$ cat src/rtl/spi_regfront.sv
module spi_regfront #(
  parameter int DEPTH = 8,
  parameter int DW    = 16
) (
  input  logic          clk,
  input  logic          rst_n,
  input  logic          bus_wr,
  input  logic          bus_rd,
  input  logic [7:0]    bus_addr,
  input  logic [31:0]   bus_wdata,
  output logic [31:0]   bus_rdata,
  output logic [15:0]   cfg_ctl0,
  output logic [15:0]   cfg_ctl1,
  output logic [15:0]   cfg_baud,
  output logic [3:0]    cfg_ss,
  output logic          cfg_en,
  output logic [7:0]    cfg_imask,
  output logic          eng_tx_valid,
  output logic [DW-1:0] eng_tx_word,
  input  logic          eng_tx_take,
  input  logic          eng_rx_put,
  input  logic [DW-1:0] eng_rx_word,
  output logic          eng_rx_ready,
  input  logic          eng_busy
);
  localparam int PW = $clog2(DEPTH);
  localparam int CW = $clog2(DEPTH + 1);
  localparam logic [CW-1:0] FULL = CW'(DEPTH);
  localparam logic [PW-1:0] LAST = PW'(DEPTH - 1);

  localparam logic [7:0] A_CTL0 = 8'h00, A_CTL1 = 8'h04, A_EN   = 8'h08,
                         A_SS   = 8'h10, A_BAUD = 8'h14, A_TTHR = 8'h18,
                         A_RTHR = 8'h1C, A_TLVL = 8'h20, A_RLVL = 8'h24,
                         A_STAT = 8'h28, A_IMSK = 8'h2C, A_DATA = 8'h60;

  logic [DW-1:0] tx_mem [DEPTH];
  logic [DW-1:0] rx_mem [DEPTH];
  logic [PW-1:0] tx_wp, tx_rp, rx_wp, rx_rp;
  logic [CW-1:0] tx_cnt, rx_cnt;
  logic [PW-1:0] tx_thr, rx_thr;
  logic          txerr_q;

  wire wr_data = bus_wr && bus_addr == A_DATA;
  wire flush   = bus_wr && bus_addr == A_EN && !bus_wdata[0];
  wire tx_push = wr_data && cfg_en && tx_cnt != FULL;
  wire tx_pop  = eng_tx_take && cfg_en && tx_cnt != '0;
  wire rx_push = eng_rx_put && cfg_en && rx_cnt != FULL;
  wire rx_pop  = bus_rd && bus_addr == A_DATA && rx_cnt != '0;
  wire lock    = cfg_en;

  function automatic logic [PW-1:0] nxt(input logic [PW-1:0] p);
    return (p == LAST) ? '0 : p + 1'b1;
  endfunction

  function automatic logic [PW-1:0] sat(input logic [31:0] v);
    return (v >= 32'(DEPTH)) ? LAST : v[PW-1:0];
  endfunction

  always_ff @(posedge clk or negedge rst_n) begin
    if (!rst_n) begin
      cfg_ctl0 <= '0; cfg_ctl1 <= '0; cfg_baud <= '0;
      cfg_ss <= '0; cfg_en <= 1'b0; cfg_imask <= 8'hFF;
      tx_thr <= '0; rx_thr <= '0;
    end else if (bus_wr) begin
      case (bus_addr)
        A_CTL0: if (!lock) cfg_ctl0 <= bus_wdata[15:0];
        A_CTL1: if (!lock) cfg_ctl1 <= bus_wdata[15:0];
        A_BAUD: if (!lock) cfg_baud <= bus_wdata[15:0];
        A_EN:   cfg_en <= bus_wdata[0];
        A_SS:   if ($onehot0(bus_wdata[3:0])) cfg_ss <= bus_wdata[3:0];
        A_TTHR: tx_thr <= sat(bus_wdata);
        A_RTHR: rx_thr <= sat(bus_wdata);
        A_IMSK: cfg_imask <= bus_wdata[7:0];
        default: ;
      endcase
    end
  end

  always_ff @(posedge clk or negedge rst_n) begin
    if (!rst_n) txerr_q <= 1'b0;
    else if (flush) txerr_q <= 1'b0;
    else if (wr_data && cfg_en && tx_cnt == FULL) txerr_q <= 1'b1;
  end

  always_ff @(posedge clk or negedge rst_n) begin
    if (!rst_n) begin
      tx_wp <= '0; tx_rp <= '0; tx_cnt <= '0;
    end else if (flush || !cfg_en) begin
      tx_wp <= '0; tx_rp <= '0; tx_cnt <= '0;
    end else begin
      if (tx_push) tx_wp <= nxt(tx_wp);
      if (tx_pop)  tx_rp <= nxt(tx_rp);
      tx_cnt <= tx_cnt + CW'(tx_push) - CW'(tx_pop);
    end
  end

  always_ff @(posedge clk or negedge rst_n) begin
    if (!rst_n) begin
      rx_wp <= '0; rx_rp <= '0; rx_cnt <= '0;
    end else if (flush || !cfg_en) begin
      rx_wp <= '0; rx_rp <= '0; rx_cnt <= '0;
    end else begin
      if (rx_push) rx_wp <= nxt(rx_wp);
      if (rx_pop)  rx_rp <= nxt(rx_rp);
      rx_cnt <= rx_cnt + CW'(rx_push) - CW'(rx_pop);
    end
  end

  always_ff @(posedge clk) begin
    if (tx_push && !flush) tx_mem[tx_wp] <= bus_wdata[DW-1:0];
    if (rx_push && !flush) rx_mem[rx_wp] <= eng_rx_word;
  end

  wire [DW-1:0] rx_head = (rx_cnt != '0) ? rx_mem[rx_rp] : '0;
  wire [6:0] status = {1'b0, txerr_q, rx_cnt == FULL, rx_cnt != '0,
                       tx_cnt == '0, tx_cnt != FULL, eng_busy};

  assign eng_tx_valid = tx_cnt != '0;
  assign eng_tx_word  = eng_tx_valid ? tx_mem[tx_rp] : '0;
  assign eng_rx_ready = cfg_en && rx_cnt != FULL;

  always_comb begin
    case (bus_addr)
      A_CTL0:  bus_rdata = 32'(cfg_ctl0);
      A_CTL1:  bus_rdata = 32'(cfg_ctl1);
      A_EN:    bus_rdata = 32'(cfg_en);
      A_SS:    bus_rdata = 32'(cfg_ss);
      A_BAUD:  bus_rdata = 32'(cfg_baud);
      A_TTHR:  bus_rdata = 32'(tx_thr);
      A_RTHR:  bus_rdata = 32'(rx_thr);
      A_TLVL:  bus_rdata = 32'(tx_cnt);
      A_RLVL:  bus_rdata = 32'(rx_cnt);
      A_STAT:  bus_rdata = 32'(status);
      A_IMSK:  bus_rdata = 32'(cfg_imask);
      A_DATA:  bus_rdata = 32'(rx_head);
      default: bus_rdata = '0;
    endcase
  end
endmodule

$ cat config.mk
export PLATFORM = sky130hd
export DESIGN_NAME = spi_regfront
export DESIGN_NICKNAME = d
export VERILOG_FILES = /design/src/rtl/spi_regfront.sv
export SDC_FILE = /design/constraint.sdc
export NUM_CORES = 1
export LEC_CHECK = 0
export BUFFER_PORTS_ARGS = -buffer_cell sky130_fd_sc_hd__buf_2
export CORE_MARGIN = 2
export CORE_UTILIZATION = 35
export CTS_CLUSTER_DIAMETER = 150
export DETAILED_ROUTE_END_ITERATION = 8
export GPL_TIMING_DRIVEN = 0
export PLACE_DENSITY_LB_ADDON = 0.25
export SYNTH_ARGS = -nofsm -noshare
export SYNTH_HDL_FRONTEND = slang
export SYNTH_SLANG_ARGS = --single-unit
$ cat constraint.sdc
create_clock -name clk -period 3.5 [get_ports clk]
set_clock_uncertainty 0.1 [all_clocks]
set_input_delay 0.35 -clock clk [delete_from_list [all_inputs] [get_ports clk]]
set_output_delay 0.35 -clock clk [all_outputs]
set_load 0.1 [all_outputs]
==> results of run 1 <==
worst reg2reg max path: stages, from the launching register on:
cell and delay [ps]:
dfrtp_1 340, inv_1 80, ha_1 190, or3b_2 210, nand3_1 240, or3b_2 620, nor2_2 550, buf_8 240
cells in the final DEF (no fill, tap or decap), types with 12 or more instances in the layout:
cell / instances
conb_1: 16
buf_8: 12
dfrtp_1: 79
clkbuf_1: 25
mux2i_1: 44
nor2_1: 40
dlygate4sd3_1: 17
edfxtp_1: 256
nor2_2: 12
inv_1: 21
o21ai_0: 19
clkbuf_16: 40
mux4_2: 65
mux2_2: 49
a22oi_1: 14
buf_4: 22
buf_2: 165
nand2_1: 35
ha_1: 20
per-stage QoR:
stage               instance area (um^2)  TNS, ps
finish                             18100        0
global route                       18090        0
CTS                                18080        0
detailed placement                 16620        0
global placement                   16250   -53290
floorplan                          14810        0
metal layers:
layer	wire [um]	share of wire [%]
met5	0	0
met2	19180	50
met1	16000	41
met3	2257	5.8
met4	1247	3.2
layout make-up:
type / count / area (um^2)
well taps: 539 / 674.4
clock buffers: 53 / 1080
fillers: 3769 / 23570
plain buffers: 59 / 351.6
clock inverters: 19 / 183.9
multi-input cells: 454 / 4567
diodes: 1 / 2.502
inverters: 21 / 78.83
repair buffers: 189 / 1259
flip-flops and latches: 344 / 9901
power groups by stage:
stage | Combinational (mW) | Sequential, mW | Clock (mW)
final | 0.643 | 4.47 | 4.00
after global routing | 0.675 | 4.47 | 4.26
after detailed placement | 0.632 | 4.55 | 0
after global placement | 0.620 | 4.55 | 0
after floorplan | 0.188 | 4.78 | 0
after CTS | 0.647 | 4.47 | 4.09
state kept, by name, indices dropped and copies added (netlist names):
name / cells
cfg_ss: 4
tx_wp: 3
rx_thr: 3
tx_cnt: 4
rx_mem: 128
rx_cnt: 4
rx_rp: 3
tx_thr: 3
cfg_en: 1
tx_rp: 3
cfg_baud: 16
rx_wp: 3
tx_mem: 128
txerr_q: 1
cfg_ctl0: 16
cfg_imask: 8
cfg_ctl1: 16
how the worst min path moves through the flow:
stage,startpoint,to,slack [ps],depth (start not counted)
final,bus_wdata[11],tx_mem[0][11]$_DFFE_PP_,60,1
after global placement,tx_thr[1]$_DFFE_PN0P_,tx_thr[1]$_DFFE_PN0P_,370,2
after global routing,bus_wdata[6],tx_mem[2][6]$_DFFE_PP_,70,1
after floorplan,rst_n,cfg_baud[0]$_DFFE_PN0P_,-50,0
after CTS,bus_wdata[11],tx_mem[0][11]$_DFFE_PP_,40,1
after detailed placement,rst_n,cfg_ss[0]$_DFFE_PN0P_,270,1
kinds of logic (layout without fill, tap and decap cells):
| kind of cell | count (synthesis) | after routing | share of synthesized area, % |
|---|---|---|---|
| AOI/OAI and AO/OA | 75 | 75 | 3.473 |
| xor gates and xnor gates | 4 | 4 | 0.2383 |
| adders and majority gates | 23 | 23 | 2.111 |
| buffers and inverters | 81 | 341 | 2.758 |
| DFF | 344 | 344 | 67.35 |
| muxes | 167 | 167 | 17.40 |
| other | 1 | 17 | 0.02551 |
| and+or+nand+nor | 169 | 169 | 6.648 |
repair_timing:
action | in CTS | in global routing
gates cloned | 0 | 0
gates resized for setup | 11 | 8
hold buffers | 17 | 0
setup endpoints to repair | 22 | 5
endpoints found under the hold margin | 157 | 0
==> results.toml, run 1 <==
[run_status]
status = "completed"

[drt]
wirelength_mm = 38.68
via_count = 8639
drc = 0
drtIter0Drc = 692
ant_nets = 0
wl_per_cell_um = 23.04
dr.pass1.iters = 7
vias_per_cell = 5.145

[logic_synthesis]
synth-seq-cells = 344
async_flop_share_pct = 25.58
yosysWarnings = 0
synth.avg_cell_area_um2 = 17.01
synth.top_cells.by_area = "edfxtp_1, dfrtp_1, mux4_2, mux2_2, mux2i_1"
synth_largest_area_cell = "edfxtp_1"
ys_types = 61
synth-main-ff-cell = "edfxtp_1"
synthTopCellsByCount = "edfxtp_1, dfrtp_1, mux4_2, nor2_1, mux2_2"
yosysSeqAreaShare_pct = 67.35
synth_most_common_cell = "edfxtp_1"
syn_area_um2 = 14700
synth_top_area_share_pct = 52.30
netlist_instances = 864
synth_enable_flop_cells = 256

[pwr]
leakagePower_nw = 6.767
powerDensity_nw_per_um2 = 503.6
p_total_mw = 9.114
pwr-share-comb_pct = 7.1
peakVddDrop_uv = 346.6
intPower_mw = 6.956
seq_power_share_pct = 49.1
p_sw_share_pct = 23.69
switchingPower_mw = 2.159
clkPwrFrac_pct = 43.9

[critical_path]
r2r_cells = 7
slowest_stage = "or4b_1"
path_cells = "mux4_2 -> mux2i_1 -> nor2_1 -> or4b_1 -> buf_2"
critPathCaptureType = "output pin"
r2r-start = "rx_cnt[2]$_DFF_PN0_"
start_kind = "flop"
rr_endpoint = "rx_mem[7][2]$_DFFE_PP_"
required_ps = 3050
crit_type = "reg2out"
crit_start = "rx_rp[0]$_DFFE_PN0P_"
cp-endpoint = "bus_rdata[2]"
max_stage_delay_ps = 570
path_max_fanout = 5
crit_family = "multiplexers"
arrival_ps = 2870
r2r_setup_slack_ps = 640
path_depth = 5
crit_buf_inv = 1

[min_path]
hold_path.class = "in2reg"

[die]
boundaryPins = 174
placementRows = 75
die_w_um = 208.9
start_util_pct = 35.28
die_area_um2 = 43650
die_y_um = 208.9
core_area_um2 = 41670

[cells_and_area]
final_util_pct = 43.44
area_growth_pct = 23.12
finalNonFillerCells = 1679
nets = 1194
drive_above_1_share_pct = 38.81

[clock_network]
cts_tree = "built"
cts_buffers = 39
h-tree-depth = 2
clockBufferDepth = 3
post_cts_buffers = 0
clkSlewWorstSetupHoldPaths_ps = 60
clock-root-buffer = "clkbuf_16"
clock-sinks = 344
clk_latency_ps = 540

[placement]
routabilityCongestion = 0.9047
pre_cts_ws_ps = 78.56
dp_hpwl_mm = 27.77
portBuffers = 154
dp.cells = 1590

[global_routing]
grt_pass1_vias = 8851
grt.met2_usage_pct = 30.11
use_met3_pct = 3.622
grt_max_degree = 54
grt_util_all_layers_pct = 17.85
met1_usage_pct = 22.95
antenna_found_initial = 0
grt_busiest_layer = "met2"
overflow = 0
grt_pass1_wl_mm = 57.62

[timing]
final.hold.worst_slack_ps = 63.80
finalCritPeriodShare_pct = 94.97
setup_viol = 0
hold_violations = 0
max_freq_mhz = 300.8
finalWorstSetupSlack_ps = 176.1
fin_crit_ps = 3324
rsz0062_at_grt = "no"
worst_slew_pin_slew_ps = 986.3
slew_headroom_pct = 33.35
maxSlewViolCount = 0

[job]
cap_violations = 0
Power figures use the tool's default switching activity.
==> run 2: changes to the inputs <==
- BUFFER_PORTS_ARGS: -buffer_cell sky130_fd_sc_hd__buf_2 -> unset
- DONT_BUFFER_PORTS: unset -> 1
==> run 2 against run 1 <==
Against the previous run: the run now ends with negative setup slack left; global-route usage increased by 0.64 points; final cell count shrank 8.3%; routed wire length increased by 2.9%; non-clock buffer count shrank 136; sequential share of layout area is 0.99 points higher; final area shrank 1.8%; via count shrank 6.4%; clock power is 1% lower; setup slack got worse by 210 ps; combinational power is 49% lower; total power decreased by 1.1%; largest cell class unchanged; largest power group unchanged; highest routed layer is now met5.
==> results.toml, run 2 (synthesized netlist as in run 1, its figures left out) <==
[drt]
via_count = 8082
wirelength_mm = 39.79
drtIter0Drc = 585
wl_per_cell_um = 25.83
ant_nets = 0
vias_per_cell = 5.248
dr.pass1.iters = 5
drc = 0

[clock_network]
clock-root-buffer = "clkbuf_16"
h-tree-depth = 2
cts_buffers = 39
clk_latency_ps = 530
cts_tree = "built"
post_cts_buffers = 0
clock-sinks = 344
clockBufferDepth = 3
clkSlewWorstSetupHoldPaths_ps = 60

[timing]
max_freq_mhz = 283.4
final.hold.worst_slack_ps = 62.85
maxSlewViolCount = 0
fin_crit_ps = 3529
worst_slew_pin_slew_ps = 1294
slew_headroom_pct = 13.80
setup_viol = 4
hold_violations = 0
finalWorstSetupSlack_ps = -29.02
rsz0062_at_grt = "yes"
finalCritPeriodShare_pct = 100.8
fin_setup_tns_ps = -73.82

[placement]
portBuffers = 0
dp_hpwl_mm = 27.36
dp.cells = 1437
pre_cts_ws_ps = -356.9
routabilityCongestion = 0.8771
postPlaceCellArea_um2 = 15950

[critical_path]
r2r-start = "cfg_en$_DFFE_PN0P_"
arrival_ps = 3080
critPathCaptureType = "output pin"
start_kind = "flop"
slowest_stage = "nor2_2"
max_stage_delay_ps = 830
r2r_setup_slack_ps = 330
path_cells = "clkbuf_1 -> clkbuf_1 -> mux4_2 -> mux2i_1 -> nor2_2"
required_ps = 3050
crit_start = "tx_rp[1]$_DFFE_PN0P_"
cp_common_cell = "clkbuf_1"
path_max_fanout = 10
crit_type = "reg2out"

[pwr]
intPower_mw = 6.882
p_sw_share_pct = 23.64
powerDensity_nw_per_um2 = 506.9
clkPwrFrac_pct = 43.9
p_total_mw = 9.012
leakagePower_nw = 6.115
seq_power_share_pct = 52.5
pwr-share-comb_pct = 3.7
switchingPower_mw = 2.130
peakVddDrop_uv = 440.5

[cells_and_area]
mostFrequentLayoutCell = "edfxtp_1"
nets = 1058
final_cell_mix = "edfxtp_1, dfrtp_1, mux4_2, mux2_2, clkbuf_16"
area_growth_pct = 20.95
final_util_pct = 42.67
top_regs = "rx_mem (128), tx_mem (128)"
fillerInstances = 3743
drive_above_1_share_pct = 31.77
antenna_cells = 0
final_cell_area_um2 = 17780
finalNonFillerCells = 1540

[global_routing]
grt_pass1_wl_mm = 58.70
grt_pass1_vias = 8401
grt_max_degree = 89
overflow = 0
grt_util_all_layers_pct = 18.49
antenna_found_initial = 6

[die]
core_area_um2 = 41670
start_util_pct = 35.28
die_area_um2 = 43650
placementRows = 75
die_w_um = 208.9
boundaryPins = 174
die_y_um = 208.9

[job]
cap_violations = 0

[run_status]
status = "finished, violations left"
violations = "negative setup slack"

[min_path]
holdCritStartpoint = "bus_rd"
hold_path.class = "in2reg"
==> run 2: changes by cell type in the layout (fill, tap and decap cells not counted), moves of 7 or more <==
cell | previous run | this run
o221ai_2 | 7 | 0
nor2_4 | 0 | 12
nor2_1 | 40 | 24
o221ai_4 | 0 | 8
buf_2 | 165 | 17
dlygate4sd3_1 | 17 | 33
==> run 2: worst paths after layout <==
path,end,cells past startpoint
worst max-delay path,eng_tx_word[4],5
worst min register to register,rx_thr[1]$_DFFE_PN0P_,2
min in group asynchronous,cfg_baud[2]$_DFFE_PN0P_,2
worst max register to register,rx_mem[5][11]$_DFFE_PP_,5
worst min-delay path,rx_rp[2]$_DFFE_PN0P_,3
max in group asynchronous,cfg_imask[7]$_DFFE_PN1P_,2
==> run 2: routing by layer <==
layer	up-vias	wire length, um	global-route usage (%)
met4	4	1258	6.108
met2	231	18990	29.83
met1	4197	16560	23.81
met3	72	2954	5.726
met5	-	23	0
li1	3578	-	-
==> run 2: worst max-delay path: cells and delay by family (launching register included) <==
kind                   cells  cell delay [ps]
flip-flops                 1              340
multiplexers               2              440
AND/OR/NAND/NOR            1              830
buffers and inverters      2              950
==> run 2: power by group through the flow <==
stage / Clock (mW) / Combinational [mW] / Sequential (mW)
after global placement: 0 / 0.216 / 4.81
after floorplan: 0 / 0.188 / 4.78
final: 3.95 / 0.329 / 4.73
after global routing: 4.23 / 0.354 / 4.73
after CTS: 4.05 / 0.331 / 4.73
after detailed placement: 0 / 0.219 / 4.81
==> run 2: final cells by class <==
type                    instances  area [um^2]  area share [%]
clock inverters                17        140.1          0.7882
clock buffers                  53         1101           6.193
plain buffers                  59        344.1           1.935
inverters                      21        82.58          0.4645
repair buffers                 53        714.4           4.019
multi-input cells             454         4820           27.11
flip-flops and latches        344         9902           55.70
well taps                     539        674.4           3.793
==> run 2: timing repair <==
| item | 4_1_cts | 5_1_grt |
|---|---|---|
| endpoints found under the setup margin | 68 | 20 |
| hold buffers | 34 | 0 |
| resized for setup | 36 | 12 |
| endpoints found under the hold margin | 412 | 0 |
| pin swaps | 2 | 0 |
| gates cloned | 0 | 0 |
==> run 3: changes to the inputs <==
- clock period: 3.5 -> 4.1 ns (I/O delays scaled with it)
==> run 3 against run 2 <==
Against the previous run: the flow now finishes without violations; utilization decreased by 0.32 points; combinational power decreased by 15%; via count increased by 1.5%; sequential share of layout area up 0.41 points; sequential power fell by 15%; clock-buffer cell count fell by 6; worst hold slack worse by 39 ps; final cell count grew 0.19%; final area shrank 0.76%; register-to-register slack gained 190 ps; total power fell by 15%; routed wire length is 1.2% higher; highest routed layer is now met4.
==> results.toml, run 3 (synthesized netlist as in run 1, its figures left out) <==
[run_status]
status = "completed"

[critical_path]
arrival_ps = 3340
critPathCaptureType = "output pin"
path_max_fanout = 10
crit_type = "reg2out"
start_kind = "flop"
r2r_setup_slack_ps = 520
required_ps = 3590

[cells_and_area]
final_cell_mix = "edfxtp_1, dfrtp_1, mux4_2, mux2_2, mux2i_1"
top_regs = "rx_mem (128), tx_mem (128)"
layout.area.seq_um2 = 9899
mostFrequentLayoutCell = "edfxtp_1"
area_growth_pct = 20.03
multi_input_comb_area_um2 = 4693
finalNonFillerCells = 1543
fillerInstances = 3776
drive_above_1_share_pct = 30.11
nets = 1061

[die]
boundaryPins = 174
placementRows = 75
die_area_um2 = 43650
die_w_um = 208.9
die_y_um = 208.9
core_area_um2 = 41670
start_util_pct = 35.28

[drt]
vias_per_cell = 5.317
drtIter0Drc = 500
via_count = 8204
wl_per_cell_um = 26.08
dr.pass1.iters = 4
drc = 0
wirelength_mm = 40.25
ant_nets = 0

[clock_network]
cts_buffers = 38
clock-sinks = 344
clkSlewWorstSetupHoldPaths_ps = 60
clk_latency_ps = 540
clock-root-buffer = "clkbuf_16"
h-tree-depth = 2
cts_tree = "built"
clockBufferDepth = 3
post_cts_buffers = 0

[pwr]
pwr-share-comb_pct = 3.7
leakagePower_nw = 6.108
p_sw_share_pct = 23.85
clkPwrFrac_pct = 43.3
switchingPower_mw = 1.817
peakVddDrop_uv = 325.0
seq_power_share_pct = 53.0
powerDensity_nw_per_um2 = 431.8
intPower_mw = 5.802
p_total_mw = 7.619

[placement]
pre_cts_ws_ps = 260.6
dp_hpwl_mm = 27.27
portBuffers = 0
routabilityCongestion = 0.8730
dp.cells = 1440

[global_routing]
grt_max_degree = 89
overflow = 0
grt_util_all_layers_pct = 18.55
antenna_found_initial = 5
grt_pass1_wl_mm = 58.65
grt_pass1_vias = 8384

[timing]
max_freq_mhz = 259.9
finalCritPeriodShare_pct = 93.84
rsz0062_at_grt = "no"
finalWorstSetupSlack_ps = 252.6
fin_crit_ps = 3847
hold_violations = 0
setup_viol = 0
worst_slew_pin_slew_ps = 1268
slew_headroom_pct = 15.59
maxSlewViolCount = 0

[job]
cap_violations = 0

[min_path]
hold_path.class = "in2reg"
[run 3: changes by cell type in the layout (fill, tap and decap cells not counted), sizes merged]
| cell | previous run | this run |
|---|---|---|
| clkbuf | 72 | 68 |
| clkinv | 12 | 15 |
| buf | 60 | 62 |
| clkinvlp | 2 | 4 |
| inv | 22 | 21 |
| diode | 0 | 1 |
[run 3: what timing repair did]
item	4_1_cts	5_1_grt
gates resized for setup	8	7
setup endpoints to repair	17	5
pin swaps	0	0
hold endpoints to repair	404	0
hold buffers	34	0
cloned	0	0
[run 3: critical path: stages, from the launching register on]
cell,delay [ps]
dfrtp_1,370
inv_1,110
ha_1,150
or3b_2,480
nand3_1,430
clkbuf_2,570
o211ai_1,400
buf_16,290
[run 3: cell type report]
class                           instances  area share, %
Buffer                                 60          1.879
Sequential cell                       344          56.11
Antenna cell                            1        0.01418
Inverter                               21         0.4468
Clock buffer                           47          5.943
Timing Repair Buffer                   56          4.319
Tap cell                              539          3.822
Clock inverter                         21         0.8652
Multi-Input combinational cell        454          26.60
[run 3: path summary, 6_finish.rpt]
path	cells past startpoint	from	end
min reg2reg	2	rx_thr[1]$_DFFE_PN0P_	rx_thr[1]$_DFFE_PN0P_
max in group asynchronous	2	rst_n	cfg_imask[3]$_DFFE_PN1P_
max reg2reg	6	cfg_en$_DFFE_PN0P_	rx_mem[1][15]$_DFFE_PP_
min in group asynchronous	2	rst_n	cfg_ctl1[2]$_DFFE_PN0P_
min	2	bus_wdata[1]	cfg_baud[1]$_DFFE_PN0P_
max	7	rx_cnt[2]$_DFF_PN0_	bus_rdata[7]
[run 3: per-stage QoR]
stage               util [%]  TNS (ps)  hold WS [ps]  instance area (um^2)
floorplan                  -         0         14.41                 14760
global placement       37.03    -75250         23.38                 15430
CTS                    42.28    -108.0         9.573                 17620
detailed placement     38.37         0         22.94                 15990
global route           42.35         0         22.63                 17640
finish                 42.35         0         24.33                 17640
[run 3: per-layer routing]
metal | vias to the layer above | GRT usage [%] | wire [um] | part of all wire, %
li1 | 3605 | - | - | -
met5 | - | 0 | 0 | 0
met1 | 4279 | 23.80 | 16640 | 41
met2 | 259 | 30.37 | 19470 | 48
met4 | 0 | 5.345 | 978 | 2.4
met3 | 61 | 5.771 | 3152 | 7.8
[run 3: power by group through the flow]
stage	Combinational (mW)	Clock, mW	Sequential, mW
floorplan	0.160	0	4.08
global placement	0.184	0	4.11
detailed placement	0.187	0	4.11
CTS	0.282	3.37	4.04
global route	0.302	3.51	4.04
finish	0.281	3.30	4.04
